**src/rtl/flashprog_pkg.sv**
```systemverilog
package flashprog_pkg;

  typedef enum logic [3:0] {
    S_IDLE, S_LOCATE, S_PLAN, S_CMD, S_DATA, S_CGAP,
    S_POLL_OP, S_POLL_RD, S_POLL_WAIT, S_PGAP, S_NEXT, S_DONE
  } seq_state_t;

  typedef enum logic [1:0] {
    OPK_LOAD, OPK_PROG, OPK_CMP
  } op_kind_t;

  localparam logic [7:0] OPC_LOAD = 8'h53;
  localparam logic [7:0] OPC_PROG = 8'h82;
  localparam logic [7:0] OPC_CMP  = 8'h60;
  localparam logic [7:0] OPC_STAT = 8'hD7;
  localparam logic [7:0] FILLER   = 8'h00;

  localparam int RDY_BIT  = 7;
  localparam int MISM_BIT = 6;
  localparam int CMD_LEN  = 4;

endpackage

```
**src/rtl/flashprog_locate.sv**
```systemverilog
// Iterative page/offset split of a linear address (repeated subtraction).
module flashprog_locate #(
  parameter int PAGE_SIZE = 12,
  parameter int LIN_W     = 8,
  parameter int PG_W      = 4,
  parameter int OFF_W     = 4
) (
  input  logic             clk,
  input  logic             rst_n,
  input  logic             start,
  input  logic [LIN_W-1:0] lin_addr,
  output logic             done,
  output logic [PG_W-1:0]  page,
  output logic [OFF_W-1:0] offset
);

  logic             run_q, run_d;
  logic             done_q, done_d;
  logic [LIN_W-1:0] rem_q, rem_d;
  logic [PG_W-1:0]  page_q, page_d;

  always_comb begin
    run_d  = run_q;
    done_d = 1'b0;
    rem_d  = rem_q;
    page_d = page_q;
    if (start) begin
      run_d  = 1'b1;
      rem_d  = lin_addr;
      page_d = '0;
    end else if (run_q) begin
      if (rem_q >= LIN_W'(PAGE_SIZE)) begin
        rem_d  = rem_q - LIN_W'(PAGE_SIZE);
        page_d = page_q + PG_W'(1);
      end else begin
        run_d  = 1'b0;
        done_d = 1'b1;
      end
    end
  end

  always_ff @(posedge clk or negedge rst_n) begin
    if (!rst_n) begin
      run_q  <= 1'b0;
      done_q <= 1'b0;
      rem_q  <= '0;
      page_q <= '0;
    end else begin
      run_q  <= run_d;
      done_q <= done_d;
      if (start || run_q) begin
        rem_q  <= rem_d;
        page_q <= page_d;
      end
    end
  end

  assign done   = done_q;
  assign page   = page_q;
  assign offset = rem_q[OFF_W-1:0];

endmodule

```
**src/rtl/flashprog_cmdbytes.sv**
```systemverilog
// Selects one byte of a four-byte command header.
module flashprog_cmdbytes
  import flashprog_pkg::*;
#(
  parameter int PG_W  = 4,
  parameter int OFF_W = 4
) (
  input  op_kind_t         kind,
  input  logic [PG_W-1:0]  page,
  input  logic [OFF_W-1:0] offset,
  input  logic [1:0]       idx,
  output logic [7:0]       cmd_byte
);

  logic [OFF_W-1:0] eff_off;
  logic [23:0]      flash_addr;
  logic [7:0]       opcode;

  always_comb begin
    unique case (kind)
      OPK_LOAD: opcode = OPC_LOAD;
      OPK_PROG: opcode = OPC_PROG;
      OPK_CMP:  opcode = OPC_CMP;
      default:  opcode = OPC_STAT;
    endcase
    eff_off    = (kind == OPK_PROG) ? offset : '0;
    flash_addr = 24'({page, eff_off});
    unique case (idx)
      2'd0:    cmd_byte = opcode;
      2'd1:    cmd_byte = flash_addr[23:16];
      2'd2:    cmd_byte = flash_addr[15:8];
      default: cmd_byte = flash_addr[7:0];
    endcase
  end

endmodule

```
**src/rtl/flashprog_seq.sv**
```systemverilog
module flashprog_seq
  import flashprog_pkg::*;
#(
  parameter int PAGE_SIZE  = 12,
  parameter int PAGE_SHIFT = 4,
  parameter int NUM_PAGES  = 16,
  localparam int DEV_SIZE  = PAGE_SIZE * NUM_PAGES,
  localparam int LIN_W     = $clog2(DEV_SIZE + 1)
) (
  input  logic             clk,
  input  logic             rst_n,
  input  logic             req_valid,
  output logic             req_ready,
  input  logic [LIN_W-1:0] req_addr,
  input  logic [LIN_W-1:0] req_len,
  input  logic             req_verify,
  input  logic             din_valid,
  output logic             din_ready,
  input  logic [7:0]       din_data,
  output logic             spi_cs,
  output logic             spi_tx_valid,
  input  logic             spi_tx_ready,
  output logic [7:0]       spi_tx_data,
  input  logic             spi_rx_valid,
  input  logic [7:0]       spi_rx_data,
  output logic             done,
  output logic             err,
  output logic [LIN_W-1:0] bytes_done
);

  localparam int PG_W  = $clog2(NUM_PAGES);
  localparam int OFF_W = PAGE_SHIFT;
  localparam int CHK_W = $clog2(PAGE_SIZE + 1);

  seq_state_t       state_q, state_d;
  op_kind_t         op_q, op_d;
  logic             verify_q, verify_d;
  logic             err_q, err_d;
  logic [LIN_W-1:0] rem_q, rem_d;
  logic [LIN_W-1:0] cnt_q, cnt_d;
  logic [PG_W-1:0]  page_q, page_d;
  logic [OFF_W-1:0] off_q, off_d;
  logic [CHK_W-1:0] chunk_q, chunk_d;
  logic [CHK_W-1:0] dcnt_q, dcnt_d;
  logic [1:0]       idx_q, idx_d;
  logic [7:0]       stat_q, stat_d;

  logic             loc_start, loc_done;
  logic [PG_W-1:0]  loc_page;
  logic [OFF_W-1:0] loc_off;
  logic [7:0]       hdr_byte;
  logic [LIN_W:0]   end_addr;
  logic             too_far;
  logic [CHK_W-1:0] room, chunk_len;
  logic             tx_acc;

  flashprog_locate #(
    .PAGE_SIZE (PAGE_SIZE),
    .LIN_W     (LIN_W),
    .PG_W      (PG_W),
    .OFF_W     (OFF_W)
  ) u_locate (
    .clk      (clk),
    .rst_n    (rst_n),
    .start    (loc_start),
    .lin_addr (req_addr),
    .done     (loc_done),
    .page     (loc_page),
    .offset   (loc_off)
  );

  flashprog_cmdbytes #(
    .PG_W  (PG_W),
    .OFF_W (OFF_W)
  ) u_cmdbytes (
    .kind     (op_q),
    .page     (page_q),
    .offset   (off_q),
    .idx      (idx_q),
    .cmd_byte (hdr_byte)
  );

  // request range and chunk arithmetic
  assign end_addr  = {1'b0, req_addr} + {1'b0, req_len};
  assign too_far   = end_addr > (LIN_W + 1)'(DEV_SIZE);
  assign room      = CHK_W'(PAGE_SIZE) - CHK_W'(off_q);
  assign chunk_len = (rem_q < LIN_W'(room)) ? CHK_W'(rem_q) : room;

  // port side
  always_comb begin
    spi_cs       = 1'b0;
    spi_tx_valid = 1'b0;
    spi_tx_data  = FILLER;
    unique case (state_q)
      S_CMD:       begin spi_cs = 1'b1; spi_tx_valid = 1'b1; spi_tx_data = hdr_byte; end
      S_DATA:      begin spi_cs = 1'b1; spi_tx_valid = din_valid; spi_tx_data = din_data; end
      S_POLL_OP:   begin spi_cs = 1'b1; spi_tx_valid = 1'b1; spi_tx_data = OPC_STAT; end
      S_POLL_RD:   begin spi_cs = 1'b1; spi_tx_valid = 1'b1; end
      S_POLL_WAIT: spi_cs = 1'b1;
      default:     ;
    endcase
  end

  assign tx_acc     = spi_tx_valid && spi_tx_ready;
  assign din_ready  = (state_q == S_DATA) && spi_tx_ready;
  assign req_ready  = (state_q == S_IDLE);
  assign done       = (state_q == S_DONE);
  assign err        = done && err_q;
  assign bytes_done = cnt_q;

  // next state
  always_comb begin
    state_d   = state_q;
    op_d      = op_q;
    verify_d  = verify_q;
    err_d     = err_q;
    rem_d     = rem_q;
    cnt_d     = cnt_q;
    page_d    = page_q;
    off_d     = off_q;
    chunk_d   = chunk_q;
    dcnt_d    = dcnt_q;
    idx_d     = idx_q;
    stat_d    = stat_q;
    loc_start = 1'b0;
    unique case (state_q)
      S_IDLE: if (req_valid) begin
        cnt_d    = '0;
        err_d    = 1'b0;
        verify_d = req_verify;
        rem_d    = req_len;
        if (req_len == '0) begin
          state_d = S_DONE;
        end else if (too_far) begin
          err_d   = 1'b1;
          state_d = S_DONE;
        end else begin
          loc_start = 1'b1;
          state_d   = S_LOCATE;
        end
      end
      S_LOCATE: if (loc_done) begin
        page_d  = loc_page;
        off_d   = loc_off;
        state_d = S_PLAN;
      end
      S_PLAN: begin
        chunk_d = chunk_len;
        dcnt_d  = '0;
        idx_d   = '0;
        op_d    = (chunk_len != CHK_W'(PAGE_SIZE)) ? OPK_LOAD : OPK_PROG;
        state_d = S_CMD;
      end
      S_CMD: if (tx_acc) begin
        if (idx_q == 2'(CMD_LEN - 1)) begin
          state_d = (op_q == OPK_PROG) ? S_DATA : S_CGAP;
        end else begin
          idx_d = idx_q + 2'd1;
        end
      end
      S_DATA: if (tx_acc) begin
        if (dcnt_q == chunk_q - CHK_W'(1)) state_d = S_CGAP;
        else dcnt_d = dcnt_q + CHK_W'(1);
      end
      S_CGAP:    state_d = S_POLL_OP;
      S_POLL_OP: if (tx_acc) state_d = S_POLL_RD;
      S_POLL_RD: if (tx_acc) state_d = S_POLL_WAIT;
      S_POLL_WAIT: if (spi_rx_valid) begin
        stat_d  = spi_rx_data;
        state_d = S_PGAP;
      end
      S_PGAP: begin
        if (!stat_q[RDY_BIT]) begin
          state_d = S_POLL_OP;
        end else begin
          unique case (op_q)
            OPK_LOAD: begin op_d = OPK_PROG; idx_d = '0; state_d = S_CMD; end
            OPK_PROG: begin
              if (verify_q) begin op_d = OPK_CMP; idx_d = '0; state_d = S_CMD; end
              else state_d = S_NEXT;
            end
            default: begin
              if (stat_q[MISM_BIT]) begin err_d = 1'b1; state_d = S_DONE; end
              else state_d = S_NEXT;
            end
          endcase
        end
      end
      S_NEXT: begin
        cnt_d  = cnt_q + LIN_W'(chunk_q);
        rem_d  = rem_q - LIN_W'(chunk_q);
        page_d = page_q + PG_W'(1);
        off_d  = '0;
        state_d = (rem_q == LIN_W'(chunk_q)) ? S_DONE : S_PLAN;
      end
      S_DONE:  state_d = S_IDLE;
      default: state_d = S_IDLE;
    endcase
  end

  // registers
  always_ff @(posedge clk or negedge rst_n) begin
    if (!rst_n) begin
      state_q  <= S_IDLE;
      op_q     <= OPK_LOAD;
      verify_q <= 1'b0;
      err_q    <= 1'b0;
      rem_q    <= '0;
      cnt_q    <= '0;
      page_q   <= '0;
      off_q    <= '0;
      chunk_q  <= '0;
      dcnt_q   <= '0;
      idx_q    <= '0;
      stat_q   <= '0;
    end else begin
      state_q  <= state_d;
      op_q     <= op_d;
      verify_q <= verify_d;
      err_q    <= err_d;
      rem_q    <= rem_d;
      cnt_q    <= cnt_d;
      page_q   <= page_d;
      off_q    <= off_d;
      chunk_q  <= chunk_d;
      dcnt_q   <= dcnt_d;
      idx_q    <= idx_d;
      if (state_q == S_POLL_WAIT) stat_q <= stat_d;
    end
  end

endmodule

```
**config.mk**
```make
export PLATFORM = sky130hd
export DESIGN_NAME = flashprog_seq
export DESIGN_NICKNAME = d
export VERILOG_FILES = /design/src/rtl/flashprog_pkg.sv /design/src/rtl/flashprog_locate.sv /design/src/rtl/flashprog_cmdbytes.sv /design/src/rtl/flashprog_seq.sv
export SDC_FILE = /design/constraint.sdc
export NUM_CORES = 1
export LEC_CHECK = 0
export BUFFER_PORTS_ARGS = -buffer_cell sky130_fd_sc_hd__clkbuf_2
export CAP_MARGIN = 10
export CORE_MARGIN = 1.5
export CORE_UTILIZATION = 36
export DETAILED_ROUTE_END_ITERATION = 8
export REMOVE_ABC_BUFFERS = 1
export SYNTH_ARGS = -nofsm -noshare
export SYNTH_HDL_FRONTEND = slang
export SYNTH_HIERARCHICAL = 1
export SYNTH_SLANG_ARGS = --single-unit
```
**constraint.sdc**
```tcl
create_clock -name clk -period 5.7 [get_ports clk]
set_input_delay 0.57 -clock clk [delete_from_list [all_inputs] [get_ports clk]]
set_output_delay 0.57 -clock clk [all_outputs]
set_load 0.02 [all_outputs]
```
==> impl_metrics.py <==
metrics = {
    "sta": {
        "hold_slack_ns": 0.393,
        "hold_viol": 0,
        "period_minus_slack_ns": 3.34,
        "worst_pin_slew_ns": 0.955,
        "setup_viol": 0,
        "slew_viol_final": 0,
        "fin_worst_skew_ns": 0.00835,
        "fin_crit_sh_pct": 58.6,
        "max_freq_ghz": 0.299,
        "relSlewSlack_pct": 36.2,
        "setup_tns_ns": 0,
        "rsz0062_at_grt": "no",
    },
    "placed_design": {
        "gp_congestion": 0.868,
        "dp_cells": 675,
        "dp_hpwl_mm": 8.01,
        "portBuffers": 54,
        "placed_area_um2": 4720,
    },
    "outcome": {
        "outcome": "finished clean",
    },
    "layout": {
        "regArea_um2": 1450,
        "nets": 612,
        "num_antenna_cells": 0,
        "layout.cells.non_filler": 690,
        "design_area_um2": 5010,
        "drive_gt1_share_pct": 19.0,
        "area_delta_synth_final_pct": 14.2,
        "n_fill_cell": 1179,
        "multi_input_area_um2": 2720,
    },
    "detailed_routing": {
        "drtIter0Drc": 243,
        "wl_met1_mm": 5.45,
        "via_per_inst": 5.48,
        "first_pass_iters": 4,
        "route.met3.wl_um": 483,
        "wl_per_cell_um": 15.6,
        "top_layer": "met4",
        "wl_met2_mm": 4.63,
        "antenna_left": 0,
        "route.detailed.drc": 0,
        "wl_mm": 10.7,
        "vias": 3782,
    },
    "flow_run": {
        "maxCapViolCount": 0,
    },
    "power_and_ir_drop": {
        "p_per_area_nw_per_um2": 536,
        "peakVddDrop_mv": 0.167,
        "p_leak_nw": 2.26,
    },
    "grt": {
        "grt.overflow.total": 0,
        "antenna_found_initial": 0,
        "grt_max_degree": 59,
        "grt_pass1_vias": 3597,
        "grt_usage_pct": 17.6,
        "grt_pass1_wl_mm": 18.1,
    },
    "synthesis": {
        "synth_ff_type": "dfrtp_1",
        "syn_inst": 495,
        "yosysTopAreaCell": "dfrtp_1",
        "yosys-top-cells-count": "dfrtp_1, nand2_1, a21oi_1, ha_1, nor2_1",
        "syn-cell-area_um2": 4390,
        "ys_seq_elements": 58,
        "synth.distinct_cells": 77,
        "synth_top_area_share_pct": 33.1,
        "synth_edf_count": 0,
        "postSynthAreaPerCell_um2": 8.86,
        "ys_async_sr_fraction_pct": 100,
        "netlist_top_cells_area": "dfrtp_1, ha_1, nand2_1",
        "ys_seq_area_share_pct": 33.1,
        "yosys_warnings": 6,
    },
    "clock_network": {
        "cts_tree": "built",
        "cts_made_buffers": 9,
        "clock-root-buffer": "clkbuf_16",
        "post_cts_buffers": 0,
        "clockBufferDepth": 2,
        "clock_latency_ns": 0.33,
        "htreeDepth": 3,
        "cts_resized": 0,
        "cts.sinks": 58,
        "ctsHoldBuffers": 0,
        "clk_transition_reported_paths_ns": 0.05,
    },
    "setup_path": {
        "path_class": "primary input to flop",
        "rr_startpoint": "state_q[3]$_DFFE_PN0P_",
        "start_kind": "primary input",
        "critPathMaxFanout": 19,
        "critPathRequiredTime_ns": 5.91,
        "cp-end-kind": "flop",
        "arrival_ns": 3.55,
        "crit_start": "req_len[0]",
    },
    "die": {
        "coreArea_um2": 12000,
        "die_h_um": 113,
        "core.rowCount": 40,
        "die_x_um": 113,
        "initial_core_util_pct": 36.7,
        "fp.dieArea_um2": 12900,
        "io_pins": 61,
    },
    "hold_path": {
        "hold_path.class": "primary input to async pin",
    },
}
worst paths after layout:
| path | to | slack, ns | cells after the start |
|---|---|---|---|
| max | u_locate/rem_q[1]$_DFFE_PN0P_ | 2.36 | 10 |
| min | bytes_done[0]$_DFFE_PN0P_ | 0.39 | 2 |
| max reg2reg | u_locate/rem_q[1]$_DFFE_PN0P_ | 2.81 | 4 |
| min reg2reg | bytes_done[7]$_DFFE_PN0P_ | 0.47 | 1 |
| max in group asynchronous | page_q[0]$_DFFE_PN0P_ | 4.80 | 2 |
| min in group clk | verify_q$_DFFE_PN0P_ | 0.45 | 3 |
kinds of logic (layout without fill, tap and decap cells):
logic type	count (synthesis)	after routing	synth area share, %
and+or+nand+nor	180	180	21.1
adders and majority gates	34	34	10.2
buffers and inverters	46	94	4.96
xor gates and xnor gates	17	17	3.39
muxes	22	22	5.25
AOI/OAI and AO/OA	138	138	22.0
DFF	58	58	33.1
layout make-up:
class / instances / share of cell area, %
Multi-Input combinational cell: 391 / 54.2
Sequential cell: 58 / 29.0
Clock buffer: 13 / 5.59
Timing Repair Buffer: 55 / 5.54
Tap cell: 147 / 3.67
Inverter: 24 / 1.80
Clock inverter: 2 / 0.200
power by group:
part	internal (W)	switching [W]	leakage, nW
combinational	0.000576	0.000736	1.37
sequential	0.000576	0.000278	0.740
clock	0.000337	0.000181	0.147
layout by cell type, fill, tap and decap left out, drive strengths merged, types with 3 or more instances in the layout:
cell,netlist,routed
nand4,5,5
or3,5,5
o221ai,3,3
o21a,3,3
nor2,28,28
and2,6,6
nor3,12,12
xnor2,10,10
o31ai,6,6
nand2,59,59
xor2,7,7
a21oi,32,32
o21ai,37,37
or2,7,7
clkbuf,6,67
o211ai,8,8
dfrtp,58,58
a21o,7,7
nand3b,3,3
nor4,8,8
o22ai,3,3
a31oi,8,8
mux2,8,8
nor2b,11,11
nand2b,7,7
nand3,20,20
ha,31,31
a22o,5,5
inv,24,24
a211oi,5,5
fa,3,3
and3,4,4
mux2i,14,14
state kept, by name, summed over array words and instances (netlist names), 2 cells and up:
signal          count
state_q             4
dcnt_q              4
page_q              4
off_q               4
stat_q              2
rem_q               8
u_locate/page       4
bytes_done          8
idx_q               2
chunk_q             4
u_locate/rem_q      8
op_q                2
critical path, stage by stage:
cell and delay, ns:
clkbuf_2 0.12, ha_1 0.22, fa_1 0.42, a211oi_2 0.36, o2111ai_1 0.21, nand3_1 0.11
nand3_1 0.11, a31oi_1 0.43, and2_1 0.61, mux2_2 0.40
stage by stage:
stage	setup WS [ns]	total power, W	utilization (%)
CTS	2.39	0.00270	41.9
global placement	2.12	0.00211	39.5
finish	2.36	0.00268	41.9
global route	2.14	0.00291	41.9
floorplan	2.70	0.00181	-
detailed placement	2.06	0.00216	39.5
metal layers:
| metal | up-vias | GRT usage [%] |
|---|---|---|
| met5 | - | 0 |
| met2 | 93 | 26.5 |
| met4 | 0 | 6.25 |
| met1 | 1782 | 25.4 |
| li1 | 1892 | - |
| met3 | 15 | 3.29 |
(Power assumes the default switching activity.)
